`src/rtl/sw_db_pkg.sv`:
```
package sw_db_pkg;
    typedef enum logic {
        ST_STEADY = 1'b0,
        ST_VERIFY = 1'b1
    } db_state_e;
endpackage

```
`src/rtl/sw_sync.sv`:
```
module sw_sync #(
    parameter int W = 7
) (
    input  logic         clk,
    input  logic         rst_n,
    input  logic [W-1:0] pin_i,
    output logic [W-1:0] pin_o
);
    logic [W-1:0] stage1_q;
    logic [W-1:0] stage2_q;

    always_ff @(posedge clk or negedge rst_n) begin
        if (!rst_n) begin
            stage1_q <= '1;
            stage2_q <= '1;
        end else begin
            stage1_q <= pin_i;
            stage2_q <= stage1_q;
        end
    end

    assign pin_o = stage2_q;
endmodule

```
`src/rtl/db_chan.sv`:
```
module db_chan
    import sw_db_pkg::*;
#(
    parameter int CW = 8
) (
    input  logic          clk,
    input  logic          rst_n,
    input  logic          tick,
    input  logic          din,
    input  logic [CW-1:0] reload,
    output logic          lvl_o
);
    db_state_e     state_q, state_d;
    logic [CW-1:0] cnt_q, cnt_d;
    logic          lvl_q, lvl_d;

    // next-state and datapath decision
    always_comb begin
        state_d = state_q;
        cnt_d   = cnt_q;
        lvl_d   = lvl_q;
        if (tick) begin
            unique case (state_q)
                ST_STEADY: begin
                    if (din != lvl_q) begin
                        if (reload == '0) begin
                            lvl_d = din;               // direct adopt
                        end else begin
                            cnt_d   = reload;          // mismatch seen
                            state_d = ST_VERIFY;
                        end
                    end
                end
                ST_VERIFY: begin
                    if (din == lvl_q) begin
                        state_d = ST_STEADY;           // bounce back
                    end else if (cnt_q == CW'(1)) begin
                        lvl_d   = din;                 // confirm
                        state_d = ST_STEADY;
                    end else begin
                        cnt_d = cnt_q - CW'(1);
                    end
                end
                default: state_d = ST_STEADY;
            endcase
        end
    end

    // state register
    always_ff @(posedge clk or negedge rst_n) begin
        if (!rst_n) state_q <= ST_STEADY;
        else        state_q <= state_d;
    end

    // output registers
    always_ff @(posedge clk or negedge rst_n) begin
        if (!rst_n) begin
            cnt_q <= '0;
            lvl_q <= 1'b1;
        end else begin
            cnt_q <= cnt_d;
            lvl_q <= lvl_d;
        end
    end

    assign lvl_o = lvl_q;

    p_hold_between_ticks_r3: assert property (@(posedge clk) disable iff (!rst_n)
        !tick |=> $stable(lvl_q));

    p_zero_reload_follow_r6: assert property (@(posedge clk) disable iff (!rst_n)
        (tick && reload == '0) |=> (lvl_q == $past(din)));

    p_verify_count_live_r4: assert property (@(posedge clk) disable iff (!rst_n)
        (state_q == ST_VERIFY) |-> (cnt_q != '0));
endmodule

```
`src/rtl/sw_edges.sv`:
```
module sw_edges #(
    parameter int N = 5
) (
    input  logic         clk,
    input  logic         rst_n,
    input  logic         tick,
    input  logic [N-1:0] lvl_i,
    output logic [N-1:0] push_o,
    output logic [N-1:0] rel_o
);
    logic [N-1:0] prev_q;

    always_ff @(posedge clk or negedge rst_n) begin
        if (!rst_n)    prev_q <= '1;
        else if (tick) prev_q <= lvl_i;
    end

    for (genvar i = 0; i < N; i++) begin : g_edge
        assign push_o[i] =  prev_q[i] & ~lvl_i[i];
        assign rel_o[i]  = ~prev_q[i] &  lvl_i[i];
    end

    p_push_single_r7: assert property (@(posedge clk) disable iff (!rst_n)
        (tick && (|push_o)) |=> ((push_o & $past(push_o)) == '0));

    p_release_single_r8: assert property (@(posedge clk) disable iff (!rst_n)
        (tick && (|rel_o)) |=> ((rel_o & $past(rel_o)) == '0));
endmodule

```
`src/rtl/sw_debounce_top.sv`:
```
module sw_debounce_top #(
    parameter int NUM_SW = 5,
    parameter int CNT_W  = 8
) (
    input  logic              clk,
    input  logic              rst_n,
    input  logic              smp_tick,
    input  logic [NUM_SW-1:0] sw_pin_i,
    input  logic              en_pin_i,
    input  logic              tap_pin_i,
    input  logic [CNT_W-1:0]  db_reload_i,
    output logic [15:0]       raw_word_o,
    output logic [15:0]       db_word_o
);
    localparam int NCH    = NUM_SW + 1;
    localparam int SYNC_W = NUM_SW + 2;
    localparam int PAD_W  = 16 - SYNC_W;

    logic [SYNC_W-1:0] sync_s;
    logic [SYNC_W-1:0] raw_q;
    logic [NCH-1:0]    lvl_s;
    logic [NUM_SW-1:0] push_s;
    logic [NUM_SW-1:0] rel_s;

    sw_sync #(.W(SYNC_W)) u_sync (
        .clk   (clk),
        .rst_n (rst_n),
        .pin_i ({tap_pin_i, en_pin_i, sw_pin_i}),
        .pin_o (sync_s)
    );

    always_ff @(posedge clk or negedge rst_n) begin
        if (!rst_n)        raw_q <= '1;
        else if (smp_tick) raw_q <= sync_s;
    end

    for (genvar c = 0; c < NCH; c++) begin : g_chan
        db_chan #(.CW(CNT_W)) u_chan (
            .clk    (clk),
            .rst_n  (rst_n),
            .tick   (smp_tick),
            .din    (sync_s[c]),
            .reload (db_reload_i),
            .lvl_o  (lvl_s[c])
        );
    end

    sw_edges #(.N(NUM_SW)) u_edges (
        .clk    (clk),
        .rst_n  (rst_n),
        .tick   (smp_tick),
        .lvl_i  (lvl_s[NUM_SW-1:0]),
        .push_o (push_s),
        .rel_o  (rel_s)
    );

    assign raw_word_o = {{PAD_W{1'b0}}, raw_q};
    assign db_word_o  = {lvl_s[NUM_SW], push_s, rel_s, lvl_s[NUM_SW-1:0]};

    p_raw_steady_r3: assert property (@(posedge clk) disable iff (!rst_n)
        !smp_tick |=> $stable(raw_word_o));

    p_db_steady_r3: assert property (@(posedge clk) disable iff (!rst_n)
        !smp_tick |=> $stable(db_word_o));
endmodule

```
`config.mk`:
```
export PLATFORM = sky130hd
export DESIGN_NAME = sw_debounce_top
export DESIGN_NICKNAME = d
export VERILOG_FILES = /design/src/rtl/sw_db_pkg.sv /design/src/rtl/sw_sync.sv /design/src/rtl/db_chan.sv /design/src/rtl/sw_edges.sv /design/src/rtl/sw_debounce_top.sv
export SDC_FILE = /design/constraint.sdc
export NUM_CORES = 1
export LEC_CHECK = 0
export BUFFER_PORTS_ARGS = -buffer_cell sky130_fd_sc_hd__buf_2
export CAP_MARGIN = 20
export CORE_UTILIZATION = 40
export DETAILED_ROUTE_END_ITERATION = 16
export SYNTH_ARGS = -nofsm -noshare
export SYNTH_HDL_FRONTEND = slang
export SYNTH_SLANG_ARGS = --single-unit
export TNS_END_PERCENT = 30
```
`constraint.sdc`:
```
create_clock -name clk -period 6.5 [get_ports clk]
set_input_delay 1.3 -clock clk [delete_from_list [all_inputs] [get_ports clk]]
set_output_delay 1.3 -clock clk [all_outputs]
set_load 0.02 [all_outputs]
```
---- After elaboration in Yosys (flattened, before gate mapping) ----
Index checks and enable logic that the tools add are counted.
cells by class
  equal/unequal tests ..................... 54
  divide/modulo/power cells ............... 0
  order comparisons ....................... 0
  bitwise logic cells ..................... 26
  $add $sub $neg .......................... 6
  multiplexer cells ....................... 80
  shift operators ......................... 0
  multipliers ............................. 0
  reductions and logical operators ........ 13
operator list
  operator             count
  $mux 8               19
  $pmux 8 s2           6
  $reduce_and 5->1     12
  $ne 2x2->1 const B   29
  $eq 8x1->1 const B   6
  $sub 8x1->8 const B  6
  $mux 1               43
  $pmux 1 s2           12
  $not 1->1            16
  $ne 2x1->1 const B   7
  $and 1x1->1          10
  $logic_not 8->1      1
  $eq 1x1->1           6
  $ne 1x1->1           6
word-level totals
  flip-flop bits (word level) ............. 86
  input port bits ......................... 18
  memories kept ........................... 0
  bits in writable memories ............... 0
  ROM bits ................................ 0
  output and inout port bits .............. 32
  latch bits .............................. 0

---- Longest topological paths before layout ----
Gate-level depths: netlist (run 1).
  depth after elaboration ................. 4
  gate-level depth with buffers ........... 8
  mapped depth without buffers ............ 7

---- Modules after synthesis ----
A second synthesis (run 1) with hierarchy kept.
unflattened totals
  cell total of the unflattened synthesis .. 519
  area total of the unflattened synthesis .. 5197.5 um^2
modules (own cells, without submodules)
  module                           cells an instance  area each (um^2)  instances
  db_chan at g_chan[0].u_chan ...  77                 706.9             5
  db_chan at g_chan[5].u_chan      75                 673.1             1
  sw_debounce_top                  25                 371.6             1
  sw_sync                          14                 367.9             1
  sw_edges                         20                 250.2             1

---- Worst setup path after synthesis (run 1) ----
No wires, ideal clock.
  kind .................................... input -> register
  start ................................... input port db_reload_i[0]
  end ..................................... register g_chan[4].u_chan.cnt_q[2]
  data arrival time ....................... 2.932 ns
  library setup time ...................... 0.126 ns
  path slack .............................. 3.442 ns
  cell stages on the path ................. 7
  path through ............................ buf_6 or4_4 or2_4 buf_6 o2111a_1 o22a_1 o311a_1
on the way
  longest elaborated chain between the ends .. 3
ends and longest elaborated chain
  element                            line                   source
  start: declaration                 sw_debounce_top.sv:11  input logic [CNT_W-1:0] db_reload_i,
  $logic_not 8->1                    db_chan.sv:26          if (reload == '0) begin
  $ne 2x2->1 (no source line)        --
  $reduce_and 5->1 (no source line)  --
  end signal: assignment             db_chan.sv:61          cnt_q <= cnt_d;
  end: declaration                   db_chan.sv:14          logic [CW-1:0] cnt_q, cnt_d;
Every way passes these cells.
A chain may end at the register's enable or synchronous reset.

---- Final worst setup path (run 1) ----
  start ................................... input port db_reload_i[1]
  end ..................................... register g_chan[1].u_chan.cnt_q[2]
on the way
  longest elaborated chain between the ends .. 3
ends and longest elaborated chain
  element                            line
  $logic_not 8->1                    db_chan.sv:26
  $ne 2x2->1 (no source line)        --
  $reduce_and 5->1 (no source line)  --
  end signal: assignment             db_chan.sv:61
  end: declaration                   db_chan.sv:14
Every way passes these cells.

==> flow_metrics.env, run 1 <==
export IMPL_leakagePower_nw=2.27
export IMPL_crit_type="in -> reg"
export IMPL_r2r_worst_path_cells=5
export IMPL_drv_cap=0
export IMPL_critPathCaptureType="flop"
export IMPL_finClkSkew_ns=0.00962
export IMPL_die_area_mm2=0.0125
export IMPL_n_antenna_cell=0
export IMPL_min_delay_start="u_sync.stage1_q[6]"
export IMPL_async_reset_ff_share_pct=100
export IMPL_detail_route_wl_per_cell_um=16.0
export IMPL_ys_flop_type="dfrtp_1"
export IMPL_reg2reg_from="g_chan[4].u_chan.cnt_q[4]"
export IMPL_synth_seq_cells=86
export IMPL_drtIter0Drc=247
export IMPL_crit_arrival_ns=3.55
export IMPL_ioPinCount=50
export IMPL_status="finished, violations left"
export IMPL_drcViolationCount=1
export IMPL_fmax_mhz=301
export IMPL_period_minus_slack_ns=3.32
export IMPL_finalSetupTns_ns=0
export IMPL_start_kind="input port"
export IMPL_cts_sink_count=86
export IMPL_wl_um=10800
export IMPL_syn_to_final_growth_pct=10.4
export IMPL_synth_area_mm2=0.00484
export IMPL_slew_violations=0
export IMPL_cp_max_fo=22
export IMPL_synth_cell_type_count=65
export IMPL_overflow=0
export IMPL_vias=3932
export IMPL_cts_root_buffer="clkbuf_16"
export IMPL_portBuffers=40
export IMPL_r2r_slack_ns=4.16
export IMPL_start_util_pct=41.7
export IMPL_grt_use_total_pct=18.2
export IMPL_power_density_mw_per_mm2=374
export IMPL_grt_pass1_vias=3664
export IMPL_grt_pass1_wl_um=18100
export IMPL_grt_antenna_before_repair=0
export IMPL_worstMarginPinSlew_ns=0.897
export IMPL_failed_checks="DRC"
export IMPL_clock_path_buffers=2
export IMPL_grt_max_degree=47
export IMPL_maxSlewHeadroom_pct=40.2
export IMPL_fin_nets=559
export IMPL_reg2reg_to="g_chan[4].u_chan.cnt_q[2]"
export IMPL_clk_latency_ns=0.34
export IMPL_setup_viol=0
export IMPL_die_y_um=112
export IMPL_gp_congestion=0.830
export IMPL_clk_pin_slew_worst_paths_ns=0.06
export IMPL_die_w_um=112
export IMPL_coreArea_mm2=0.0116
export IMPL_post_cts_resized=0
export IMPL_required_ns=6.72
export IMPL_hold_path_end="u_sync.pin_o[6]"
export IMPL_post_route_util_pct=46.0
export IMPL_cts_made_buffers=9
export IMPL_cts_setup_buffers=0
export IMPL_cts_tree="yes"
export IMPL_finalHoldViolations=0
export IMPL_ctsHoldBuffers=0
export IMPL_via_per_inst=5.81
export IMPL_synthCells=505
export IMPL_htreeDepth=3
export IMPL_ys_warn_count=0
export IMPL_fin_crit_sh_pct=51.1
export IMPL_ir_worst_vdd_mv=0.184
export IMPL_ant_nets=0
export IMPL_rsz0062_at_grt="no"
export IMPL_hpwl_um=7310
export IMPL_drt_pass1_iter_count=13
export IMPL_synth_edf_count=0
export IMPL_drive_above_1_share_pct=22.3
export IMPL_hold_path_class="reg -> reg"
export IMPL_yosysSeqAreaShare_pct=45.3
export IMPL_synth_area_per_cell_um2=9.58
export IMPL_row_count=39
export IMPL_min_delay_path_depth=0
-- layout make-up --
class	count	area, um2
fill	1101	6270
multi-input combinational	360	2340
sequential	86	2190
clock buffer	15	269
timing repair buffer	42	218
tap	143	179
inverter	30	113
clock inverter	1	30.0
-- report_power, final --
part | total, W | internal (W) | switching [W]
clock | 0.000521 | 0.000322 | 0.000199
sequential | 0.000885 | 0.000698 | 0.000187
combinational | 0.000593 | 0.000260 | 0.000333
total | 0.00200 | 0.00128 | 0.000719
-- stage by stage --
stage | std cells | total power [W] | area (um2) | setup slack [ns] | hold WS [ns]
detailed placement | 661 | 0.00148 | 5040 | 2.85 | 0.347
floorplan | 513 | 0.00132 | 4870 | 3.44 | 0.345
global placement | 661 | 0.00146 | 5040 | 2.93 | 0.346
CTS | 677 | 0.00201 | 5340 | 3.18 | 0.356
finish | 677 | 0.00200 | 5340 | 3.18 | 0.354
global route | 677 | 0.00214 | 5340 | 3.08 | 0.357
-- critical path, cell delays in order --
cell and delay (ns):
buf_2 0.17, or4_4 0.56, or2_4 0.34, o2111ai_2 0.74, nor3_1 0.12, a211o_1 0.30
-- synth_stat cells, types with 3 or more instances --
library cell / instances / share of area, %
dfstp_2: 32 / 17
mux2_2: 18 / 4.2
and2_1: 3 / 0.39
nand2_1: 44 / 3.4
o2111ai_2: 3 / 0.93
nand4_1: 5 / 0.65
inv_1: 29 / 2.3
a21o_1: 3 / 0.47
a222oi_1: 3 / 0.62
or3_1: 10 / 1.3
a211o_1: 10 / 1.8
or4_1: 3 / 0.47
ha_1: 12 / 3.1
a31oi_1: 6 / 0.78
a221oi_1: 5 / 0.91
nand3_1: 22 / 2.3
nand3b_1: 4 / 0.62
nor3b_1: 4 / 0.62
nor3_1: 16 / 1.7
o21ai_0: 45 / 4.7
a21oi_1: 15 / 1.6
nor2_1: 26 / 2.0
buf_4: 16 / 2.5
buf_2: 5 / 0.52
o31ai_1: 9 / 1.4
o221ai_1: 3 / 0.54
or2_2: 5 / 0.65
nor4b_1: 3 / 0.54
nor2b_1: 10 / 1.3
nor4_1: 13 / 1.7
dfrtp_1: 54 / 28
o311ai_0: 3 / 0.54
xor2_1: 6 / 1.1
o211ai_1: 4 / 0.62
a22oi_1: 4 / 0.62
mux2i_1: 3 / 0.62
clkbuf_1: 12 / 0.93
-- sequential cells by signal, summed over array words and instances, names as in the netlist --
name and count:
g_chan.u_chan.lvl_o 6, u_sync.pin_o 7, u_edges.prev_q 5, g_chan.u_chan.state_q 6
u_sync.stage1_q 7, g_chan.u_chan.cnt_q 48, raw_q 7
-- cell usage in the layout, fill, tap and decap left out, types with 4 or more instances in the layout --
master     synthesis  final
nand3b_1           4      4
mux2_2            18     18
nor4_1            13     13
ha_1              12     12
a211o_1           10     10
dfstp_2           32     32
buf_2              5     39
nor2b_1           10     10
conb_1             1      9
o21ai_0           45     45
xor2_1             6      6
a21oi_1           15     15
or2_2              5      5
a31oi_1            6      6
nand4_1            5      5
nor3_1            16     16
clkbuf_16          0     10
a221oi_1           5      5
nand2_1           44     44
clkbuf_1          12      5
inv_1             29     29
nand3_1           22     22
nor2_1            26     26
nor3b_1            4      4
or3_1             10     10
o211ai_1           4      4
dfrtp_1           54     54
a22oi_1            4      4
o31ai_1            9      9
-- metal layers --
| layer | global-route usage [%] | vias up | part of all wire (%) |
|---|---|---|---|
| met2 | 28.7 | 108 | 47 |
| met4 | 9.07 | 0 | 2.6 |
| met3 | 2.40 | 23 | 4.4 |
| met5 | 0 | - | 0 |
| li1 | - | 1889 | - |
| met1 | 24.7 | 1912 | 46 |
-- worst max-delay path by stage --
| stage | from | to | slack, ns | cells past startpoint |
|---|---|---|---|---|
| after floorplan | db_reload_i[0] | g_chan[4].u_chan.cnt_q[2] | 3.44 | 7 |
| after global placement | db_reload_i[1] | g_chan[1].u_chan.cnt_q[2] | 2.93 | 6 |
| after detailed placement | db_reload_i[1] | g_chan[1].u_chan.cnt_q[3] | 2.85 | 6 |
| after CTS | db_reload_i[1] | g_chan[1].u_chan.cnt_q[2] | 3.18 | 6 |
| after global routing | db_reload_i[1] | g_chan[5].u_chan.cnt_q[2] | 3.08 | 6 |
| final | db_reload_i[1] | g_chan[1].u_chan.cnt_q[2] | 3.18 | 6 |
-- kinds of logic after synthesis --
family          after synthesis  share of synthesized area (%)
mux                          21                           4.81
buf+inv                      67                           6.88
simple gates                179                           19.5
other cells                   1                         0.0775
xor+xnor                      6                           1.09
fa+ha+maj                    12                           3.10
compound gates              133                           19.2
flops                        86                           45.3
No activity file was read; power rests on OpenSTA's default activity.
==> inputs of run 2 (changes only) <==
- clock period: 6.5 -> 2.7 ns (I/O delays scaled with it)
==> run 2 against run 1 <==
Via count grew 0.53%. Power grew 150%. Largest power group unchanged. Setup slack lost 2.8 ns. Non-clock buffer count grew 12. Highest routed layer unchanged. First-iteration DRC count shrank 10%. Critical path depth grew 1. Global-route usage grew 1.1 points. The flow still finishes with violations (DRC). Sequential share of layout area shrank 1.2 points.
==> flow_metrics.env, run 2 (synthesis gave the netlist of run 1 again) <==
export IMPL_clock_path_buffers=2
export IMPL_power_density_mw_per_mm2=894
export IMPL_detail_route_wl_per_cell_um=16.2
export IMPL_swShare_pct=35.4
export IMPL_grt_use_total_pct=19.3
export IMPL_fin_crit_sh_pct=86.8
export IMPL_clk_pin_slew_worst_paths_ns=0.06
export IMPL_ant_nets=0
export IMPL_drv_cap=0
export IMPL_ioPinCount=50
export IMPL_placed_area_mm2=0.00518
export IMPL_die_y_um=112
export IMPL_power_switching_w=0.00174
export IMPL_htreeDepth=3
export IMPL_coreArea_mm2=0.0116
export IMPL_crit_arrival_ns=2.57
export IMPL_finalHoldViolations=0
export IMPL_maxSlewHeadroom_pct=42.5
export IMPL_failed_checks="DRC"
export IMPL_cts_tree="yes"
export IMPL_setup_viol=0
export IMPL_cp_max_fo=7
export IMPL_via_per_inst=5.74
export IMPL_p_comb_share_pct=30.5
export IMPL_critPathCaptureType="flop"
export IMPL_grt_antenna_before_repair=0
export IMPL_final_cell_mix="dfrtp_1 (54), o21ai_0 (45), nand2_1 (44)"
export IMPL_place_inst=673
export IMPL_vias=3953
export IMPL_status="finished, violations left"
export IMPL_cts_sink_count=86
export IMPL_finClkSkew_ns=0.00620
export IMPL_ctsHoldBuffers=0
export IMPL_cp_slowest_cell="nor3_1"
export IMPL_final_area_mm2=0.00550
export IMPL_slew_violations=0
export IMPL_p_clk_share_pct=26.9
export IMPL_p_int_w=0.00318
export IMPL_period_minus_slack_ns=2.34
export IMPL_drtIter0Drc=222
export IMPL_syn_to_final_growth_pct=13.7
export IMPL_gp_congestion=0.794
export IMPL_drive_above_1_share_pct=24.4
export IMPL_rsz0062_at_grt="no"
export IMPL_largest_register="g_chan.u_chan.cnt_q"
export IMPL_worstPathCellList="ha_1 > and3b_1 > and3_1 > nor3_1 > buf_4 > nor2_1 > a221oi_1"
export IMPL_largest_reg_flops=48
export IMPL_wl_um=11100
export IMPL_cts_root_buffer="clkbuf_16"
export IMPL_final_common_cell="dfrtp_1"
export IMPL_finalSetupTns_ns=0
export IMPL_hold_path_class="in -> async"
export IMPL_start_util_pct=41.7
export IMPL_die_area_mm2=0.0125
export IMPL_ir_worst_vdd_mv=0.458
export IMPL_post_cts_resized=0
export IMPL_cts_made_buffers=9
export IMPL_row_count=39
export IMPL_drcViolationCount=1
export IMPL_crit_type="reg -> reg"
export IMPL_final_cells=689
export IMPL_grt_pass1_vias=3877
export IMPL_fmax_mhz=427
export IMPL_fin_nets=571
export IMPL_post_route_util_pct=47.4
export IMPL_required_ns=2.93
export IMPL_worstMarginPinSlew_ns=0.856
export IMPL_hpwl_um=7670
export IMPL_drt_pass1_iter_count=13
export IMPL_n_antenna_cell=0
export IMPL_crit_path_max_incr_delay_ns=0.70
export IMPL_start_kind="flop"
export IMPL_cts_setup_buffers=0
export IMPL_seqPwrFrac_pct=42.6
export IMPL_clk_latency_ns=0.34
export IMPL_leakagePower_nw=2.36
export IMPL_die_w_um=112
export IMPL_overflow=0
export IMPL_grt_pass1_wl_um=19200
export IMPL_portBuffers=40
export IMPL_grt_max_degree=51
==> run 2: power by group through the flow <==
| stage | Combinational, W | Clock (W) | Sequential, W |
|---|---|---|---|
| 4_1_cts | 0.00151 | 0.00136 | 0.00209 |
| 5_1_grt | 0.00171 | 0.00140 | 0.00217 |
| 3_5_place_dp | 0.00150 | 0 | 0.00211 |
| 3_3_place_gp | 0.00145 | 0 | 0.00209 |
| 2_1_floorplan | 0.00119 | 0 | 0.00199 |
| 6_report | 0.00150 | 0.00132 | 0.00210 |
==> run 2: worst paths after layout <==
path	startpoint	end	slack (ns)	cells past startpoint
min in group clk	tap_pin_i	u_sync.stage1_q[6]	0.30	1
worst min-delay path	rst_n	g_chan[3].u_chan.cnt_q[3]	0.18	1
worst min register to register	u_sync.stage1_q[4]	u_sync.pin_o[4]	0.36	0
worst max register to register	g_chan[2].u_chan.cnt_q[0]	g_chan[2].u_chan.cnt_q[3]	0.36	7
max in group asynchronous	rst_n	g_chan[0].u_chan.lvl_o	1.83	2
worst max-delay path	g_chan[2].u_chan.cnt_q[0]	g_chan[2].u_chan.cnt_q[3]	0.36	7
==> run 2: metal layers <==
layer	vias to the layer above	track usage [%]	wire length, um
li1	1915	-	-
met1	1932	26.7	5300
met2	86	29.9	5110
met3	20	2.40	399
met4	0	9.60	322
met5	-	0	0
==> run 2: cell type report <==
type                    count  area, um2
clock buffers              13        250
clock inverters             3       67.6
fillers                  1094       6110
inverters                  30        113
multi-input cells         360       2340
flip-flops and latches     86       2190
well taps                 143        179
repair buffers             54        358
==> run 2: critical path: cells and delay by family (launching register included) <==
kind	cells	cell delay [ns]
AO/OA/AOI/OAI	1	0.23
flip-flops	1	0.42
adder cells (fa/ha/maj)	1	0.21
AND/OR/NAND/NOR	4	1.10
buffers and inverters	1	0.27
==> run 2: metrics by stage <==
stage	power (W)	setup slack [ns]	hold WS, ns
after CTS	0.00495	0.318	0.192
after global placement	0.00354	0.292	0.345
after detailed placement	0.00361	0.246	0.347
after global routing	0.00528	0.148	0.214
after floorplan	0.00319	0.402	0.244
final	0.00492	0.356	0.178
==> inputs of run 3 (changes only) <==
==> constraint.sdc (replaced) <==
create_clock -name clk -period 2.7 [get_ports clk]
set_input_delay 0.27 -clock clk [delete_from_list [all_inputs] [get_ports clk]]
set_output_delay 0.27 -clock clk [all_outputs]
set_load 0.02 [all_outputs]
==> run 3 against run 2 <==
The run still ends with DRC left. Non-clock buffer count shrank 2. Critical path type unchanged. Power down 1.9%. Highest routed layer unchanged. Combinational power fell by 3%.
==> flow_metrics.env, run 3 (synthesis gave the netlist of run 1 again) <==
export IMPL_status="finished, violations left"
export IMPL_failed_checks="DRC"
export IMPL_n_antenna_cell=0
export IMPL_die_w_um=112
export IMPL_critPathCaptureType="flop"
export IMPL_via_per_inst=5.73
export IMPL_period_minus_slack_ns=2.31
export IMPL_drcViolationCount=1
export IMPL_cp_max_fo=4
export IMPL_cts_setup_buffers=0
export IMPL_p_clk_share_pct=26.3
export IMPL_finClkSkew_ns=0.00577
export IMPL_reg2reg_from="g_chan[0].u_chan.cnt_q[1]"
export IMPL_cts_sink_count=86
export IMPL_fin_ws_ns=0.390
export IMPL_swShare_pct=36.0
export IMPL_final_cell_mix="dfrtp_1 (54), o21ai_0 (45), nand2_1 (44)"
export IMPL_maxSlewHeadroom_pct=39.1
export IMPL_vias=3935
export IMPL_die_area_mm2=0.0125
export IMPL_p_int_w=0.00309
export IMPL_finalSetupTns_ns=0
export IMPL_rsz0062_at_grt="no"
export IMPL_coreArea_mm2=0.0116
export IMPL_min_delay_start="sw_pin_i[4]"
export IMPL_required_ns=2.98
export IMPL_power_density_mw_per_mm2=890
export IMPL_ioPinCount=50
export IMPL_clk_latency_ns=0.34
export IMPL_cp_slowest_cell="or3b_2"
export IMPL_finalHoldViolations=0
export IMPL_detail_route_wl_per_cell_um=16.0
export IMPL_grt_use_total_pct=19.0
export IMPL_drive_above_1_share_pct=24.1
export IMPL_die_y_um=112
export IMPL_dp_slack_ns=0.406
export IMPL_crit_type="reg -> reg"
export IMPL_crit_cells=7
export IMPL_worstPathCellList="inv_1 > ha_1 > or3b_2 > or3_1 > or4b_1 > a21oi_1 > a221o_1"
export IMPL_worstMarginPinSlew_ns=0.913
export IMPL_gp_congestion=0.833
export IMPL_largest_reg_flops=48
export IMPL_crit_buf_inv=1
export IMPL_syn_to_final_growth_pct=12.1
export IMPL_seqPwrFrac_pct=43.7
export IMPL_cts_made_buffers=9
export IMPL_clock_path_buffers=2
export IMPL_cts_tree="yes"
export IMPL_drv_cap=0
export IMPL_min_delay_path_depth=1
export IMPL_grt_pass1_vias=3848
export IMPL_crit_path_max_incr_delay_ns=0.48
export IMPL_crit_arrival_ns=2.60
export IMPL_row_count=39
export IMPL_clk_pin_slew_worst_paths_ns=0.06
export IMPL_critPathTopFamily="simple AND/OR/NAND/NOR gates"
export IMPL_p_comb_share_pct=30.0
export IMPL_final_common_cell="dfrtp_1"
export IMPL_ant_nets=0
export IMPL_fmax_mhz=433
export IMPL_fin_crit_sh_pct=85.6
export IMPL_htreeDepth=3
export IMPL_reg2reg_to="g_chan[0].u_chan.cnt_q[6]"
export IMPL_ctsHoldBuffers=0
export IMPL_leakagePower_nw=2.32
export IMPL_slew_violations=0
export IMPL_start_kind="flop"
export IMPL_grt_antenna_before_repair=0
export IMPL_drtIter0Drc=210
export IMPL_grt_pass1_wl_um=18800
export IMPL_portBuffers=40
export IMPL_cts_root_buffer="clkbuf_16"
export IMPL_hold_path_end="u_sync.stage1_q[4]"
export IMPL_hpwl_um=7480
export IMPL_wl_um=11000
export IMPL_grt_max_degree=74
export IMPL_fin_nets=569
export IMPL_r2r_slack_ns=0.39
export IMPL_setup_viol=0
export IMPL_power_switching_w=0.00174
export IMPL_drt_pass1_iter_count=13
export IMPL_start_util_pct=41.7
export IMPL_ir_worst_vdd_mv=0.396
export IMPL_hold_path_class="in -> reg"
export IMPL_largest_register="g_chan.u_chan.cnt_q"
export IMPL_overflow=0
export IMPL_post_cts_resized=0
export IMPL_r2r_worst_path_cells=7
==> run 3: changes by cell type in the layout (fill, tap and decap cells not counted), sizes merged <==
cell    delta
buf        -2
bufinv     -1
clkinv     +1
==> run 3: per-stage QoR <==
stage / hold WS [ns] / util, % / std cells / power [W] / instance area [um2]
2_1_floorplan: -0.0256 / - / 513 / 0.00319 / 4870
3_3_place_gp: 0.345 / 44.1 / 671 / 0.00351 / 5120
3_5_place_dp: 0.347 / 44.1 / 671 / 0.00357 / 5120
4_1_cts: 0.00896 / 46.7 / 687 / 0.00487 / 5420
5_1_grt: 0.00466 / 46.7 / 687 / 0.00520 / 5420
6_report: 0.0222 / 46.7 / 687 / 0.00483 / 5420
==> run 3: how the worst max path moves through the flow <==
stage / start / slack (ns) / to
2_1_floorplan: g_chan[0].u_chan.cnt_q[1] / 0.54 / g_chan[0].u_chan.cnt_q[6]
3_3_place_gp: db_reload_i[5] / 0.45 / g_chan[1].u_chan.cnt_q[6]
3_5_place_dp: g_chan[0].u_chan.cnt_q[1] / 0.41 / g_chan[0].u_chan.cnt_q[6]
4_1_cts: g_chan[4].u_chan.cnt_q[4] / 0.40 / g_chan[4].u_chan.cnt_q[2]
5_1_grt: g_chan[0].u_chan.cnt_q[1] / 0.22 / g_chan[0].u_chan.cnt_q[6]
6_report: g_chan[0].u_chan.cnt_q[1] / 0.39 / g_chan[0].u_chan.cnt_q[6]
==> run 3: area by class of cell <==
cell class	count	area, um2
clock buffer	13	262
inverter	30	113
sequential	86	2190
clock inverter	3	42.5
tap	143	179
multi-input combinational	360	2340
timing repair buffer	52	293
fill	1088	6190
==> run 3: per-layer routing <==
layer  track usage [%]  share of wire [%]
met2              30.4                 48
met3              3.38                3.8
met5                 0                  0
met4              10.1                3.1
met1              24.5                 45
==> run 3: worst register-to-register path, cell delays in order (launching register included) <==
cell	delay (ns)
dfrtp_1	0.39
inv_1	0.12
ha_1	0.19
or3b_2	0.48
or3_1	0.33
or4b_1	0.48
a21oi_1	0.14
a221o_1	0.12
==> run 3: power by group through the flow <==
stage	Clock [W]	Combinational [W]	Sequential [W]
floorplan	0	0.00119	0.00199
global route	0.00136	0.00165	0.00219
global placement	0	0.00141	0.00210
CTS	0.00131	0.00145	0.00210
finish	0.00127	0.00145	0.00211
detailed placement	0	0.00145	0.00212
